[src/rtl/ptw_pkg.sv]
package ptw_pkg;

    typedef enum logic [1:0] {
        ST_IDLE  = 2'd0,
        ST_ISSUE = 2'd1,
        ST_WAIT  = 2'd2
    } walk_st_e;

    typedef enum logic [1:0] {
        FLT_NONE     = 2'd0,
        FLT_NONCANON = 2'd1,
        FLT_NOTPRES  = 2'd2
    } fault_e;

    typedef enum logic [1:0] {
        PG_4K = 2'd0,
        PG_2M = 2'd1,
        PG_1G = 2'd2
    } pgsz_e;

    // entry flag positions
    localparam int unsigned ENT_PRESENT_BIT = 0;
    localparam int unsigned ENT_LEAF_BIT    = 7;

endpackage

[src/rtl/ptw_canon_chk.sv]
module ptw_canon_chk #(
    parameter int unsigned VA_W    = 64,
    parameter int unsigned TRANS_W = 48
) (
    input  logic [VA_W-1:0] va,
    output logic            canon_ok
);
    localparam int unsigned EXT_W = VA_W - TRANS_W + 1;

    logic [EXT_W-1:0] ext_bits;

    // the upper bits plus the top translated bit must be all ones or all zeros
    always_comb begin
        ext_bits = va[VA_W-1:TRANS_W-1];
        canon_ok = (&ext_bits) | ~(|ext_bits);
    end

endmodule

[src/rtl/ptw_index_sel.sv]
module ptw_index_sel #(
    parameter int unsigned TRANS_W  = 48,
    parameter int unsigned PG_SHIFT = 12,
    parameter int unsigned IDX_W    = 9,
    parameter int unsigned LEVELS   = 4,
    parameter int unsigned LVL_W    = 3
) (
    input  logic [TRANS_W-1:0] va,
    input  logic [LVL_W-1:0]   level,
    output logic [IDX_W-1:0]   idx
);
    logic [IDX_W-1:0] slice [LEVELS];
    logic             unused_low;

    assign unused_low = ^va[PG_SHIFT-1:0];

    for (genvar g = 0; g < LEVELS; g++) begin : g_slice
        assign slice[g] = va[PG_SHIFT + IDX_W*g +: IDX_W];
    end

    always_comb begin
        idx = '0;
        for (int l = 0; l < LEVELS; l++) begin
            if (level == LVL_W'(l + 1)) begin
                idx = slice[l];
            end
        end
    end

endmodule

[src/rtl/ptw_entry_dec.sv]
module ptw_entry_dec
    import ptw_pkg::*;
#(
    parameter int unsigned ENTRY_W  = 64,
    parameter int unsigned PA_W     = 52,
    parameter int unsigned TRANS_W  = 48,
    parameter int unsigned PG_SHIFT = 12,
    parameter int unsigned IDX_W    = 9,
    parameter int unsigned LVL_W    = 3,
    parameter int unsigned LEAF_TOP = 3
) (
    input  logic [ENTRY_W-1:0] entry,
    input  logic [LVL_W-1:0]   level,
    input  logic [TRANS_W-1:0] va,
    output logic               present,
    output logic               leaf,
    output logic [PA_W-1:0]    next_base,
    output logic [PA_W-1:0]    leaf_pa,
    output logic [1:0]         leaf_size
);
    logic [PA_W-1:0] off_mask;
    logic [PA_W-1:0] va_ext;
    logic            unused_bits;
    int unsigned     off;

    assign unused_bits = ^{entry[ENTRY_W-1:PA_W], entry[PG_SHIFT-1:ENT_LEAF_BIT+1],
                           entry[ENT_LEAF_BIT-1:ENT_PRESENT_BIT+1]};

    always_comb begin
        present   = entry[ENT_PRESENT_BIT];
        // level 1 always maps; upper levels up to LEAF_TOP map only with the leaf flag
        leaf      = (level == LVL_W'(1)) ||
                    (entry[ENT_LEAF_BIT] && (level > LVL_W'(1)) && (level <= LVL_W'(LEAF_TOP)));
        next_base = {entry[PA_W-1:PG_SHIFT], {PG_SHIFT{1'b0}}};

        off = PG_SHIFT + IDX_W * (int'(level) - 1);
        for (int b = 0; b < PA_W; b++) begin
            off_mask[b] = (b < off);
        end
        va_ext  = PA_W'(va);
        leaf_pa = (entry[PA_W-1:0] & ~off_mask) | (va_ext & off_mask);

        case (level)
            LVL_W'(2): leaf_size = PG_2M;
            LVL_W'(3): leaf_size = PG_1G;
            default:   leaf_size = PG_4K;
        endcase
    end

endmodule

[src/rtl/ptw_walker.sv]
module ptw_walker
    import ptw_pkg::*;
#(
    parameter int unsigned VA_W     = 64,
    parameter int unsigned TRANS_W  = 48,
    parameter int unsigned PA_W     = 52,
    parameter int unsigned ENTRY_W  = 64,
    parameter int unsigned LEVELS   = 4,
    parameter int unsigned IDX_W    = 9,
    parameter int unsigned LEAF_TOP = 3,
    parameter int unsigned LVL_W    = $clog2(LEVELS + 1)
) (
    input  logic               clk,
    input  logic               rst_n,
    input  logic               req_valid,
    output logic               req_ready,
    input  logic [VA_W-1:0]    req_va,
    input  logic [PA_W-1:0]    req_root,
    output logic               mem_req_valid,
    input  logic               mem_req_ready,
    output logic [PA_W-1:0]    mem_req_addr,
    input  logic               mem_rsp_valid,
    input  logic [ENTRY_W-1:0] mem_rsp_data,
    output logic               done,
    output logic [PA_W-1:0]    done_pa,
    output logic [1:0]         done_size,
    output logic [1:0]         done_fault,
    output logic [LVL_W-1:0]   done_level
);
    // entry byte offset bits; a table of 2**IDX_W entries fills one base page
    localparam int unsigned ENT_SH   = $clog2(ENTRY_W / 8);
    localparam int unsigned PG_SHIFT = IDX_W + ENT_SH;

    typedef struct packed {
        walk_st_e           st;
        logic [TRANS_W-1:0] va;
        logic [PA_W-1:0]    base;
        logic [LVL_W-1:0]   level;
        logic               done;
        logic [PA_W-1:0]    pa;
        logic [1:0]         size;
        logic [1:0]         fault;
        logic [LVL_W-1:0]   end_level;
    } walk_t;

    walk_t walk_d, walk_q;

    logic             canon_ok;
    logic [IDX_W-1:0] cur_idx;
    logic             ent_present;
    logic             ent_leaf;
    logic [PA_W-1:0]  ent_next_base;
    logic [PA_W-1:0]  ent_leaf_pa;
    logic [1:0]       ent_leaf_size;

    ptw_canon_chk #(
        .VA_W    (VA_W),
        .TRANS_W (TRANS_W)
    ) u_canon (
        .va       (req_va),
        .canon_ok (canon_ok)
    );

    ptw_index_sel #(
        .TRANS_W  (TRANS_W),
        .PG_SHIFT (PG_SHIFT),
        .IDX_W    (IDX_W),
        .LEVELS   (LEVELS),
        .LVL_W    (LVL_W)
    ) u_idx (
        .va    (walk_q.va),
        .level (walk_q.level),
        .idx   (cur_idx)
    );

    ptw_entry_dec #(
        .ENTRY_W  (ENTRY_W),
        .PA_W     (PA_W),
        .TRANS_W  (TRANS_W),
        .PG_SHIFT (PG_SHIFT),
        .IDX_W    (IDX_W),
        .LVL_W    (LVL_W),
        .LEAF_TOP (LEAF_TOP)
    ) u_dec (
        .entry     (mem_rsp_data),
        .level     (walk_q.level),
        .va        (walk_q.va),
        .present   (ent_present),
        .leaf      (ent_leaf),
        .next_base (ent_next_base),
        .leaf_pa   (ent_leaf_pa),
        .leaf_size (ent_leaf_size)
    );

    always_comb begin
        walk_d      = walk_q;
        walk_d.done = 1'b0;
        unique case (walk_q.st)
            ST_IDLE: begin
                if (req_valid) begin
                    walk_d.va = req_va[TRANS_W-1:0];
                    if (canon_ok) begin
                        walk_d.st    = ST_ISSUE;
                        walk_d.base  = {req_root[PA_W-1:PG_SHIFT], {PG_SHIFT{1'b0}}};
                        walk_d.level = LVL_W'(LEVELS);
                    end else begin
                        walk_d.done      = 1'b1;
                        walk_d.pa        = '0;
                        walk_d.size      = PG_4K;
                        walk_d.fault     = FLT_NONCANON;
                        walk_d.end_level = '0;
                    end
                end
            end
            ST_ISSUE: begin
                if (mem_req_ready) begin
                    walk_d.st = ST_WAIT;
                end
            end
            ST_WAIT: begin
                if (mem_rsp_valid) begin
                    if (!ent_present) begin
                        walk_d.st        = ST_IDLE;
                        walk_d.done      = 1'b1;
                        walk_d.pa        = '0;
                        walk_d.size      = PG_4K;
                        walk_d.fault     = FLT_NOTPRES;
                        walk_d.end_level = walk_q.level;
                    end else if (ent_leaf) begin
                        walk_d.st        = ST_IDLE;
                        walk_d.done      = 1'b1;
                        walk_d.pa        = ent_leaf_pa;
                        walk_d.size      = ent_leaf_size;
                        walk_d.fault     = FLT_NONE;
                        walk_d.end_level = walk_q.level;
                    end else begin
                        walk_d.st    = ST_ISSUE;
                        walk_d.base  = ent_next_base;
                        walk_d.level = walk_q.level - LVL_W'(1);
                    end
                end
            end
            default: walk_d.st = ST_IDLE;
        endcase
    end

    always_ff @(posedge clk or negedge rst_n) begin
        if (!rst_n) begin
            walk_q <= '0;
        end else begin
            walk_q <= walk_d;
        end
    end

    assign req_ready     = (walk_q.st == ST_IDLE);
    assign mem_req_valid = (walk_q.st == ST_ISSUE);
    assign mem_req_addr  = {walk_q.base[PA_W-1:PG_SHIFT], cur_idx, {ENT_SH{1'b0}}};
    assign done          = walk_q.done;
    assign done_pa       = walk_q.pa;
    assign done_size     = walk_q.size;
    assign done_fault    = walk_q.fault;
    assign done_level    = walk_q.end_level;

    AST_NONCANON_NO_READ: assert property (@(posedge clk) disable iff (!rst_n)
        (req_valid && req_ready && !canon_ok) |=>
            (done && done_fault == FLT_NONCANON && !mem_req_valid))
        else $error("rejected address did not complete at once");

    AST_REQ_HOLD: assert property (@(posedge clk) disable iff (!rst_n)
        (mem_req_valid && !mem_req_ready) |=> (mem_req_valid && $stable(mem_req_addr)))
        else $error("read request dropped or changed before acceptance");

    AST_ONE_OUTSTANDING: assert property (@(posedge clk) disable iff (!rst_n)
        (mem_req_valid && mem_req_ready) |=> !mem_req_valid)
        else $error("second read raised while one is outstanding");

    AST_FAULT_CLEAN: assert property (@(posedge clk) disable iff (!rst_n)
        (done && done_fault != FLT_NONE) |-> (done_pa == '0 && done_size == PG_4K))
        else $error("faulted walk reported a mapping");

    AST_LEAF_LEVEL: assert property (@(posedge clk) disable iff (!rst_n)
        (done && done_fault == FLT_NONE) |->
            (done_level == LVL_W'(done_size) + LVL_W'(1)))
        else $error("page size does not match the ending level");

    AST_BUSY_NOT_READY: assert property (@(posedge clk) disable iff (!rst_n)
        mem_req_valid |-> !req_ready)
        else $error("walker ready while a read is pending");

endmodule

[config.mk]
export PLATFORM = sky130hd
export DESIGN_NAME = ptw_walker
export DESIGN_NICKNAME = d
export VERILOG_FILES = /design/src/rtl/ptw_pkg.sv /design/src/rtl/ptw_canon_chk.sv /design/src/rtl/ptw_index_sel.sv /design/src/rtl/ptw_entry_dec.sv /design/src/rtl/ptw_walker.sv
export SDC_FILE = /design/constraint.sdc
export NUM_CORES = 1
export LEC_CHECK = 0
export ABC_AREA = 0
export CAP_MARGIN = 25
export CORE_UTILIZATION = 37
export DETAILED_ROUTE_END_ITERATION = 8
export PLACE_DENSITY = 0.67
export SLEW_MARGIN = 0
export SYNTH_ARGS = -nofsm -noshare
export SYNTH_HDL_FRONTEND = slang
export SYNTH_SLANG_ARGS = --single-unit
[constraint.sdc]
create_clock -name clk -period 14.3 [get_ports clk]
set_input_delay 2.145 -clock clk [delete_from_list [all_inputs] [get_ports clk]]
set_output_delay 2.145 -clock clk [all_outputs]
set_load 0.005 [all_outputs]
# Word-level counts from Yosys, hierarchy flattened
# Cells that the tools add are included.
[classes]
bitwise = 6
n_mux = 20
eq_ne = 14
mul = 1
reduce_logical = 11
n_addsub = 3
order_cmp = 54
[op_table]
columns = ["op", "count"]
rows = [
  ["6-bit by 32-bit less-than comparator with 1-bit output, first input constant", 20],
  ["5-bit by 32-bit less-than comparator with 1-bit output, first input constant", 16],
  ["4-bit by 32-bit less-than comparator with 1-bit output, first input constant", 8],
  ["115-bit case mux with 2 select lines", 1],
  ["60-bit 2-to-1 mux", 3],
  ["165-bit 2-to-1 mux", 1],
  ["55-bit 2-to-1 mux", 3],
  ["3-bit by 32-bit less-than comparator with 1-bit output, first input constant", 4],
  ["115-bit 2-to-1 mux", 1],
  ["1-bit by 32-bit less-than comparator with 1-bit output, first input constant", 2],
  ["2-bit by 32-bit less-than comparator with 1-bit output, first input constant", 2],
  ["48-bit by 52-bit AND with 52-bit output", 1],
  ["52-bit AND", 1],
  ["52-bit inverter", 1],
  ["52-bit OR", 1],
  ["9-bit 2-to-1 mux", 4],
  ["4-bit by 32-bit adder with 32-bit output, first input constant", 1],
  ["4-bit by 32-bit multiplier with 32-bit output, first input constant", 1],
  ["17-bit AND reduction", 1],
  ["17-bit OR reduction", 1],
  ["2-bit != test, second input constant", 5],
  ["2-bit 2-to-1 mux", 4],
  ["3-bit by 2-bit == test with 1-bit output, second input constant", 2],
  ["2-bit case mux with 3 select lines", 1],
  ["22 further kinds", 24],
]
[word_totals]
inputBits = 185
regBits = 165

# Longest topological paths before layout
# Gate-level depths: netlist (run 1).
[logic_depth]
ltp_word = 11
ltp_mapped = 17

# Cells and area by module
# From an unflattened synthesis (run 1), not the netlist that was laid out.
[unflattened]
hier_cells = 912
area_unflattened_um2 = 9821.9
[modules_own_cells]
columns = ["module", "cells_per_inst", "area_per_inst_um2", "instances"]
rows = [
  ["ptw_walker", 606, 7380.8, 1],
  ["ptw_entry_dec", 249, 1906.8, 1],
  ["ptw_index_sel", 45, 435.4, 1],
  ["ptw_canon_chk", 12, 98.8, 1],
]

# Worst setup path after synthesis (run 1)
# Ideal clock, no wire load.
[synth_timing]
path_kind = "reg-to-reg"
start = "register walk_q[60] (netlist bit)"
end = "register walk_q (netlist bit done_pa[41])"
path_slack_ns = 9.714
setup_time_ns = 0.132
t_arrival_ns = 4.454
t_required_ns = 14.168
stages_incl_launch_ff = 18
period_less_slack_ns = 4.586
cell_sequence = "dfrtp_1 -> inv_1 -> ha_1 -> ha_1 -> inv_1 -> ha_1 -> clkbuf_1 -> inv_1 -> fa_1 -> nor3_1 -> o21ai_0 -> ha_1 -> nor4b_1 -> nand4b_1 -> or4_1 -> clkbuf_1 -> mux2i_1 -> o2bb2ai_1"
[synth_between]
elab_chain_len = 11
word_cells_on_any_way = 20
classes_between = "add/sub: 2; mul: 1; order compare: 3; eq/ne: 2; mux: 4; bitwise: 4; reduce/logical: 4"
[synth_lines]
columns = ["element", "line", "source"]
rows = [
  ["start, declared", "ptw_walker.sv:46", "walk_t walk_d, walk_q;"],
  ["start signal, assigned", "ptw_walker.sv:151", "walk_q <= walk_d;"],
  ["3-bit by 1-bit subtractor with 4-bit output", "ptw_entry_dec.sv:36", "off = PG_SHIFT + IDX_W * (int'(level) - 1);"],
  ["4-bit by 32-bit multiplier with 32-bit output", "ptw_entry_dec.sv:36", ""],
  ["4-bit by 32-bit adder with 32-bit output", "ptw_entry_dec.sv:36", ""],
  ["6-bit by 32-bit less-than comparator with 1-bit output", "ptw_entry_dec.sv:38", "off_mask[b] = (b < off);"],
  ["52-bit inverter", "ptw_entry_dec.sv:41", "leaf_pa = (entry[PA_W-1:0] & ~off_mask) | (va_ext & off_mask);"],
  ["52-bit AND", "ptw_entry_dec.sv:41", ""],
  ["52-bit OR", "ptw_entry_dec.sv:41", ""],
  ["60-bit 2-to-1 mux", "ptw_walker.sv:129", "end else if (ent_leaf) begin"],
  ["60-bit 2-to-1 mux", "ptw_walker.sv:122", "if (!ent_present) begin"],
  ["115-bit 2-to-1 mux", "ptw_walker.sv:121", "if (mem_rsp_valid) begin"],
  ["115-bit case mux with 2 select lines", "ptw_walker.sv:98", "unique case (walk_q.st)"],
]
# Parallel ways exist; a longest one is shown, timed or not. The select of a mux whose other input is x is not followed.
# A chain may end at the register's enable or synchronous reset.

# Worst setup path after layout (run 1)
[layout_timing]
start = "register walk_q[60] (netlist bit)"
end = "output mem_req_addr[7]"
[layout_between]
elab_chain_len = 5
word_cells_on_any_way = 8
classes_between = "eq/ne: 4; mux: 4"
[layout_lines]
columns = ["element", "line", "source"]
rows = [
  ["3-bit by 1-bit == test with 1-bit output", "ptw_index_sel.sv:24", "if (level == LVL_W'(l + 1)) begin"],
  ["9-bit 2-to-1 mux (3 in a row)", "ptw_index_sel.sv:24", ""],
  ["9-bit 2-to-1 mux (*)", "ptw_index_sel.sv:24", ""],
  ["end, declared", "ptw_walker.sv:21", "output logic [PA_W-1:0] mem_req_addr,"],
]
# Every way passes the cells marked *; elsewhere a longest branch is shown, timed or not.

==> run summary, run 1 <==
Synth top area share -> 0.437
Resized Gates After CTS -> 0
Max IR drop VDD -> 0.178 mV
Status -> finished, final reports clean
Warning count from the yosys run -> 0
Hold path start -> done_pa[6]
Crit path DAT -> 3610 ps
Leak -> 4.71 nW
Post-CTS setup buffers -> 0
Final period util -> 0.402
Inserted Diodes -> 0
Core box area -> 22900 um2
Final hold viol count -> 0
FF+latch count, synth -> 153
Most numerous cell in the Yosys netlist -> dfrtp_1
RSZ-0062 raised after global routing -> false
Post-synth EDFFs -> 0
Die width -> 156 um
Via count -> 6521
Drt drc -> 0
Max clock buf depth -> 2
CP max FO -> 11
Worst-Skew Late Latency -> 420 ps
Post-cts hold buffer count -> 0
CP endpoint kind -> output pin
Per-cell routed wire length -> 20.3 um
Synth cell count leaders -> dfrtp_1 (153), buf_4 (104), mux2_2 (88), o2bb2ai_1 (53), mux2i_1 (48)
R2R Path End -> done_pa[46]
Vias in the first global route -> 6452
I/O pins -> 299
Clock skew -> 9.46 ps
Synth Instances -> 777
Die area -> 24300 um2
Async SR Flop Fraction -> 1.00
Fraction of layout cells with a size suffix above 1 -> 0.158
Max-cap viol count -> 0
Cell depth of the worst hold path -> 1
CTS root buf -> clkbuf_16
Worst-Margin Slew -> 988 ps
Mapped Avg Cell Area -> 11.3 um2
Max-slew headroom -> 0.341
Part of the Yosys area used for sequential elements -> 0.437
Final Setup Violations -> 0
Total iterations of the first detailed-routing run -> 4
CTS HTree Levels -> 4
GP Congestion -> 0.782
Reg clk slew, reported paths -> 70 ps
Flop2flop setup slack -> 8900 ps
Yosys top cell by area -> dfrtp_1
Gr usage total -> 0.211
Reg2reg path depth -> 15
Setup TNS -> 0 ps
Via density -> 5.22
Clk sinks -> 153
Final ANT Viol Nets -> 0
Layout area overhead -> 32.1%
Initial Utilization -> 0.382
Gr ovfl total -> 0
Iteration-0 DRC Markers -> 350
Ranking of synthesized cells by area -> dfrtp_1 (44%), mux2_2 (11%), buf_4 (8.9%)
Hold Path End -> done_pa[6]
WS Path Type -> register to output pin
Mapped Area -> 8760 um2
Hpwl dp -> 18200 um
Pwr/cell area -> 227 nW/um2
CTS tree -> done
CP startpoint kind -> register
WL final -> 25300 um
Die H -> 156 um
Largest net degree at the start of global routing -> 82
NumNets Final -> 1131
Fin Hold WS -> 486 ps
TritonCTS buffer count -> 17
Count of different cell masters after synthesis -> 53
IO Port Bufs -> 271
Req. time, crit path -> 12150 ps
RR Startpoint -> walk_q[62]
F_max -> 174 MHz
Initial antenna violation count -> 0
First-pass GRT wire length -> 38400 um
Synth Flop Type -> dfrtp_1
Std cell rows -> 55
Minimum clock period -> 5750 ps
Slew Viols, Final -> 0
Min-Delay Path Class -> register to register
cell usage in the layout, fill, tap and decap left out, drive strengths merged, types with 10 or more instances in the layout:
master,count
a22o,45
mux2,88
clkbuf,18
dfrtp,153
nand2,19
o2bb2ai,53
buf,11
ha,20
nor2,15
nand3,10
nor4,35
inv,21
mux2i,48
o21ai,24
a21oi,21
nand2b,10
a22oi,10
clkdlybuf4s50,270
critical path, stage by stage, from the launching register on:
cell and delay, ps:
dfrtp_1 580, inv_1 170, ha_1 440, nor2b_1 670, a22oi_1 270, nor2_1 180, a21oi_1 90, o21ai_0 230
clkdlybuf4s50_1 550
final cells by class:
cell class / count / area (um2)
timing repair buffer: 282 / 2830
clock buffer: 17 / 425
fill: 2109 / 11300
inverter: 15 / 56.3
multi-input combinational: 455 / 3900
tap: 313 / 392
sequential: 153 / 3830
clock inverter: 14 / 138
metal layers:
layer | GRT usage | share of wire | up-vias
li1 | - | - | 3055
met5 | 0 | 0 | -
met3 | 0.0611 | 0.077 | 14
met2 | 0.333 | 0.46 | 215
met1 | 0.283 | 0.45 | 3237
met4 | 0.0509 | 0.0099 | 0
worst max-delay path by stage:
| stage | endpoint | from |
|---|---|---|
| finish | mem_req_addr[7] | walk_q[60] |
| detailed placement | done_pa[9] | walk_q[62] |
| global route | mem_req_addr[6] | walk_q[60] |
| floorplan | done_pa[41] | walk_q[60] |
| CTS | mem_req_addr[11] | walk_q[60] |
| global placement | done_pa[10] | walk_q[62] |
metrics by stage:
stage | setup slack (ps) | instance area (um2) | util | cells | total power [mW]
final | 8550 | 11600 | 0.505 | 1249 | 2.63
after global routing | 8360 | 11600 | 0.505 | 1249 | 2.81
after CTS | 8600 | 11500 | 0.503 | 1247 | 2.64
after detailed placement | 8840 | 11000 | 0.479 | 1216 | 2.19
after global placement | 8930 | 11000 | 0.478 | 1215 | 2.16
after floorplan | 9710 | 8770 | - | 780 | 1.74
flip-flops by register name (all words and copies together), names as in the netlist:
name and count:
mem_req_addr 40, done_pa 52, walk_q 53, done_level 3, done_fault 2, done_size 2, done 1
logic make-up after synthesis:
| group | Yosys count | share of synthesized area |
|---|---|---|
| other cells | 2 | 0.000857 |
| mux | 136 | 0.168 |
| simple gates | 120 | 0.0841 |
| fa+ha+maj | 22 | 0.0331 |
| xor+xnor | 3 | 0.00300 |
| compound gates | 169 | 0.151 |
| buf+inv | 172 | 0.123 |
| flops | 153 | 0.437 |
where the power goes:
| group | switching [mW] | internal [mW] |
|---|---|---|
| combinational | 0.839 | 0.688 |
| clock | 0.199 | 0.242 |
| sequential | 0.0975 | 0.564 |
Power figures use the tool's default switching activity.
==> inputs of run 2 (changes only) <==
PLACE_DENSITY = 0.7   (was 0.67)
clock period = 4.7 ns   (was 14.3 ns; I/O delays follow)
==> run 2 against run 1 <==
Sequential share of layout area down 0.49 points. Flip-flop and latch count unchanged. Worst setup slack lost 8200 ps. Critical endpoint is now done_pa[42]. Highest routed layer unchanged. Final cell count rose by 1.6%. Clock skew grew 14 ps.
==> run summary, run 2 (same netlist as run 1, synthesis figures left out) <==
Leak -> 4.81 nW (+2.3%)
Crit path cell chain -> inv_1, ha_1, ha_1, inv_1, ha_1, inv_1, fa_1, nor3_2, o21ai_0, ha_1, nor4b_1, nand4b_1, buf_4, or4_1, mux2i_1, o2bb2ai_1
Commonest non-fill, non-tap cells in the layout -> clkdlybuf4s50_1 (270), dfrtp_1 (152), mux2_2 (88)
I/O pins -> 299 (unchanged)
IO Port Bufs -> 271 (unchanged)
Critical Path Source -> walk_q[61]
Max IR drop VDD -> 0.405 mV (+130%)
Clock skew -> 23.1 ps (+13.6 ps)
Drt drc -> 0 (unchanged)
Largest net degree at the start of global routing -> 90 (+9.8%)
Gr usage total -> 0.212 (+0.00192)
GP Congestion -> 0.804 (+2.8%)
Hpwl dp -> 18600 um (+2.5%)
Reg2reg path depth -> 16 (+1)
Post-CTS setup buffers -> 0 (unchanged)
Final Setup Violations -> 0 (unchanged)
RSZ-0062 raised after global routing -> false
Min-Delay Path Class -> input port to asynchronous set/reset pin
Req. time, crit path -> 5020 ps (-7130 ps)
CTS HTree Levels -> 4 (unchanged)
Status -> finished, final reports clean
RR Startpoint -> walk_q[61]
Die area -> 24300 um2 (unchanged)
Overall Power -> 8.20 mW (+210%)
Max clock buf depth -> 2 (unchanged)
Critical Path Max Stage Delay -> 720 ps (+50 ps)
R2R Path End -> done_pa[42]
Via density -> 5.30 (+1.6%)
Largest register by flop count -> walk_q
Setup TNS -> 0 ps (unchanged)
Final period util -> 0.919
Dpl cells -> 1237 (+1.7%)
Via count -> 6730 (+3.2%)
CP max FO -> 36 (+25)
Final Non-Filler Cells -> 1269 (+1.6%)
Flop2flop setup slack -> 380 ps (-8520 ps)
Layout area overhead -> 34.1%
Std cell rows -> 55 (unchanged)
Slew Viols, Final -> 0 (unchanged)
Worst path slowest cell -> or4_1
Pre-CTS WS -> 230 ps (-8610 ps)
Final ANT Viol Nets -> 0 (unchanged)
Per-cell routed wire length -> 20.3 um (about the same)
F_max -> 232 MHz
Die H -> 156 um (unchanged)
Dpl cell area -> 11200 um2 (+1.8%)
Max-slew headroom -> 0.441 (+0.100)
Iteration-0 DRC Markers -> 424 (+21%)
Crit path DAT -> 4640 ps (+1030 ps)
CP startpoint kind -> register
Setup ws final -> 382 ps (-8170 ps)
WL final -> 25700 um (+1.5%)
First-pass GRT wire length -> 38700 um (+0.72%)
CTS root buf -> clkbuf_16
TritonCTS buffer count -> 17 (unchanged)
Worst-Skew Late Latency -> 430 ps (about the same)
Final hold viol count -> 0 (unchanged)
Worst-Margin Slew -> 839 ps (-149 ps)
Total iterations of the first detailed-routing run -> 5 (+1)
Clk sinks -> 153 (unchanged)
Die width -> 156 um (unchanged)
Minimum clock period -> 4320 ps
CP endpoint kind -> register
Gr ovfl total -> 0 (unchanged)
Commonest non-fill, non-tap cell in the layout -> clkdlybuf4s50_1
CP dominant cell by count -> ha_1
NumNets Final -> 1150 (+1.7%)
Core box area -> 22900 um2 (unchanged)
Setup crit end -> done_pa[42]
Fin area -> 11700 um2 (+1.5%)
Initial Utilization -> 0.382 (unchanged)
Number of flip-flops in the largest register -> 53 (unchanged)
Fraction of layout cells with a size suffix above 1 -> 0.180 (+0.0218)
Pwr/cell area -> 698 nW/um2 (+210%)
Reg clk slew, reported paths -> 70 ps (about the same)
Initial antenna violation count -> 0 (unchanged)
Vias in the first global route -> 6544 (+1.4%)
WS Path Type -> register to register
Max-cap viol count -> 0 (unchanged)
CTS tree -> done
Inserted Diodes -> 0 (unchanged)
## run 2: worst min path at each step
stage | start | end | slack (ps) | depth (start not counted)
CTS | rst_n | mem_req_addr[25] | 380 | 1
finish | rst_n | mem_req_addr[25] | 330 | 1
global placement | done_pa[22] | done_pa[22] | 470 | 1
floorplan | rst_n | done | 410 | 0
detailed placement | done_pa[30] | done_pa[30] | 470 | 1
global route | rst_n | mem_req_addr[25] | 410 | 1
## run 2: layout make-up
cell class,instances,area (um2)
Fill cell,2081,11200
Multi-Input combinational cell,455,3930
Sequential cell,153,3830
Timing Repair Buffer,301,2990
Clock buffer,18,429
Tap cell,313,392
Clock inverter,14,126
Inverter,15,56.3
## run 2: stage by stage
stage	utilization	hold WS, ps
6_report	0.513	330
2_1_floorplan	-	409
4_1_cts	0.512	377
3_5_place_dp	0.487	473
3_3_place_gp	0.485	471
5_1_grt	0.513	406
## run 2: worst max-delay path: cells and delay by family (launching register included)
kind	cells	cell delay (ps)
simple gates	4	1400
fa+ha+maj	5	1360
buf+inv	4	600
flops	1	440
mux	1	210
compound gates	2	180
## run 2: power by group
group | switching [mW] | leakage, nW | internal [mW]
clock network | 0.625 | 0.265 | 0.698
registers | 0.279 | 1.98 | 1.72
logic | 2.65 | 2.57 | 2.24
total | 3.55 | 4.81 | 4.65
## run 2: per-layer routing
layer,share of wire,global-route usage,wire [um]
met3,0.082,0.0647,2120
met2,0.45,0.326,11700
met1,0.45,0.291,11600
met5,0,0,0
met4,0.011,0.0518,291
## run 2: repair_timing
item                                    4_1_cts  5_1_grt
endpoints found under the hold margin         0        0
endpoints found under the setup margin        0       28
hold buffers                                  0        0
resized for setup                             0        5
==> inputs of run 3 (changes only) <==
ABC_AREA = 1   (was 0)
CELL_PAD_IN_SITES_DETAIL_PLACEMENT = 1   (was not set)
CELL_PAD_IN_SITES_GLOBAL_PLACEMENT = 2   (was not set)
CORE_UTILIZATION = 23   (was 37)
PLACE_DENSITY = not set   (was 0.7)
PLACE_DENSITY_LB_ADDON = 0.1   (was not set)
==> run 3 against run 2 <==
Combinational power fell by 3%. Flip-flop and latch count stayed put. Routed wire length grew 56%. Register-to-register slack improved by 390 ps. Critical path depth grew 2. Area after synthesis increased by 7.7%. Clock power increased by 9%. Global-route usage fell by 1.9 points. Synthesized cell count increased by 59%. Fmax increased by 9.8%. First-iteration DRC count is 15% lower. Largest cell class unchanged. Highest routed layer unchanged.
==> run summary, run 3 <==
Initial antenna violation count -> 2 (+2)
Worst path bufs/invs -> 4 (unchanged)
CTS tree -> done
Layout area overhead -> 33.4%
Std cell rows -> 73 (+33%)
Synth Flop Type -> dfrtp_1
Min-Delay Path Class -> input port to asynchronous set/reset pin
Clk sinks -> 153 (unchanged)
Synth cell count leaders -> nand2_1 (356), dfrtp_1 (153), nand3_1 (143), inv_1 (113), buf_4 (103)
Worst-Skew Late Latency -> 440 ps (about the same)
Count of different cell masters after synthesis -> 47 (-11%)
Resized Gates After CTS -> 0 (unchanged)
Synth Instances -> 1234 (+59%)
Synth top area share -> 0.406 (-0.0313)
Pre-CTS WS -> 733 ps (+503 ps)
Iteration-0 DRC Markers -> 362 (-15%)
Ranking of synthesized cells by area -> dfrtp_1 (41%), nand2_1 (14%), buf_4 (8.2%)
CTS HTree Levels -> 4 (unchanged)
Crit path DAT -> 4250 ps (-390 ps)
Pwr/cell area -> 643 nW/um2 (-7.9%)
# fillers -> 4800 (+130%)
Final ANT Viol Nets -> 0 (unchanged)
RSZ-0062 raised after global routing -> false
Drt drc -> 0 (unchanged)
Total iterations of the first detailed-routing run -> 5 (unchanged)
Mapped Area -> 9440 um2 (+7.7%)
Fraction of layout cells with a size suffix above 1 -> 0.0708 (-0.109)
Largest net degree at the start of global routing -> 91 (+1.1%)
CP max FO -> 10 (-72%)
Slew Viols, Final -> 0 (unchanged)
Max clock buf depth -> 2 (unchanged)
Post-synth EDFFs -> 0 (unchanged)
F_max -> 254 MHz (+9.8%)
Max IR drop VDD -> 0.329 mV (-19%)
CP startpoint kind -> register
Commonest non-fill, non-tap cells in the layout -> nand2_1 (356), clkdlybuf4s50_1 (270), dfrtp_1 (153)
Post-cts hold buffer count -> 0 (unchanged)
Crit path max-delay family -> adder cells
Hpwl dp -> 29900 um (+61%)
Post-CTS setup buffers -> 0 (unchanged)
Final period util -> 0.836 (-0.0822)
Setup ws final -> 769 ps (+386 ps)
Clock skew -> 13.8 ps (-9.25 ps)
Most numerous cell in the Yosys netlist -> nand2_1
TritonCTS buffer count -> 17 (unchanged)
WL final -> 40000 um (+56%)
Max-cap viol count -> 0 (unchanged)
Per-cell routed wire length -> 20.8 um (+2.6%)
Commonest non-fill, non-tap cell in the layout -> nand2_1
Async SR Flop Fraction -> 1.00 (unchanged)
Final hold viol count -> 0 (unchanged)
CP endpoint kind -> register
Initial Utilization -> 0.235 (-0.147)
Final Setup Violations -> 0 (unchanged)
Yosys top cell by area -> dfrtp_1
Crit path cell chain -> inv_1, buf_4, ha_1, xor2_1, fa_1, inv_1, nand2_1, o21ai_1, nand2_1, ha_1, nand2_1, nor3_1, nand3_4, buf_4, nor2_4, nand3_1, nand3_1, nand2_1
Via count -> 8694 (+29%)
Die H -> 205 um (+31%)
Number of flip-flops in the largest register -> 53 (unchanged)
CTS root buf -> clkbuf_16
Core box area -> 40100 um2 (+75%)
IO Port Bufs -> 271 (unchanged)
First-pass GRT wire length -> 59300 um (+53%)
Status -> finished, final reports clean
Worst-Margin Slew -> 810 ps (-28.8 ps)
Worst path slowest cell -> ha_1
Vias in the first global route -> 9052 (+38%)
Req. time, crit path -> 5020 ps (about the same)
Die width -> 205 um (+31%)
CP dominant cell by count -> nand2_1
Warning count from the yosys run -> 0 (unchanged)
Minimum clock period -> 3930 ps (-386 ps)
Gr usage total -> 0.193 (-0.0193)
Largest register by flop count -> walk_q
Setup TNS -> 0 ps (unchanged)
Max-slew headroom -> 0.460 (+0.0192)
Leak -> 5.87 nW (+22%)
WS Path Type -> register to register
Critical Path Max Stage Delay -> 480 ps (-240 ps)
Mapped Avg Cell Area -> 7.65 um2 (-32%)
NumNets Final -> 1594 (+39%)
Part of the Yosys area used for sequential elements -> 0.406 (-0.0313)
Reg clk slew, reported paths -> 60 ps (about the same)
GP Congestion -> 0.799 (-0.62%)
Gr ovfl total -> 0 (unchanged)
FF+latch count, synth -> 153 (unchanged)
Die area -> 41800 um2 (+72%)
I/O pins -> 299 (unchanged)
Via density -> 4.51 (-15%)
run 3: changes by cell type after synthesis, sizes merged, moves of 40 or more:
cell,change
o21ai,+61
inv,+102
nand2,+348
mux2i,-48
o2bb2ai,-53
a22o,-40
nand4,+57
mux2,-88
nand3,+136
run 3: path summary, 6_finish.rpt:
check / from / end / slack (ps) / cells after the start
worst max register to register: walk_q[60] / done_pa[11] / 770 / 18
worst min register to register: mem_req_addr[35] / mem_req_addr[35] / 470 / 2
worst min-delay path: rst_n / done_pa[15] / 270 / 1
worst max-delay path: walk_q[60] / done_pa[11] / 770 / 18
max in group asynchronous: rst_n / done_pa[31] / 3440 / 2
min in group clk: mem_req_addr[35] / mem_req_addr[35] / 470 / 2
run 3: stage by stage:
step                cell area (um2)  std cells  utilization  hold WS (ps)  total power [mW]
floorplan                      9450       1237            -           409              4.98
global placement              12000       1892        0.299           454              6.72
detailed placement            12000       1893        0.299           459              6.79
CTS                           12600       1924        0.314           302              8.27
global route                  12600       1924        0.314           302              8.79
finish                        12600       1927        0.314           274              8.10
run 3: layout make-up:
class | instances | area, um2 | area share
Multi-Input combinational cell | 798 | 4110 | 0.326
Sequential cell | 153 | 3830 | 0.304
Timing Repair Buffer | 297 | 2950 | 0.235
Tap cell | 525 | 657 | 0.0522
Inverter | 120 | 455 | 0.0362
Clock buffer | 19 | 433 | 0.0344
Clock inverter | 12 | 151 | 0.0120
Antenna cell | 3 | 7.51 | 0.000596
run 3: cells by family (layout without fill, tap and decap cells):
family,Yosys count,count (layout),synth area share
buf+inv,286,448,0.162
xor+xnor,1,1,0.000928
flops,153,153,0.406
compound gates,138,138,0.0867
other cells,2,8,0.000796
fa+ha+maj,22,22,0.0308
simple gates,632,632,0.313
run 3: power breakdown:
| group | internal [mW] | switching [mW] |
|---|---|---|
| Sequential | 1.72 | 0.235 |
| Clock | 0.832 | 0.605 |
| Combinational | 1.50 | 3.21 |
run 3: per-layer routing:
layer  vias to the layer above  track usage  part of all wire  wire length (um)
li1                       4247            -                 -                 -
met1                      4242        0.269              0.48             19200
met2                       186        0.310              0.47             18800
met3                        19       0.0326             0.038              1530
met4                         0       0.0416             0.013               517
met5                         -            0                 0                 0
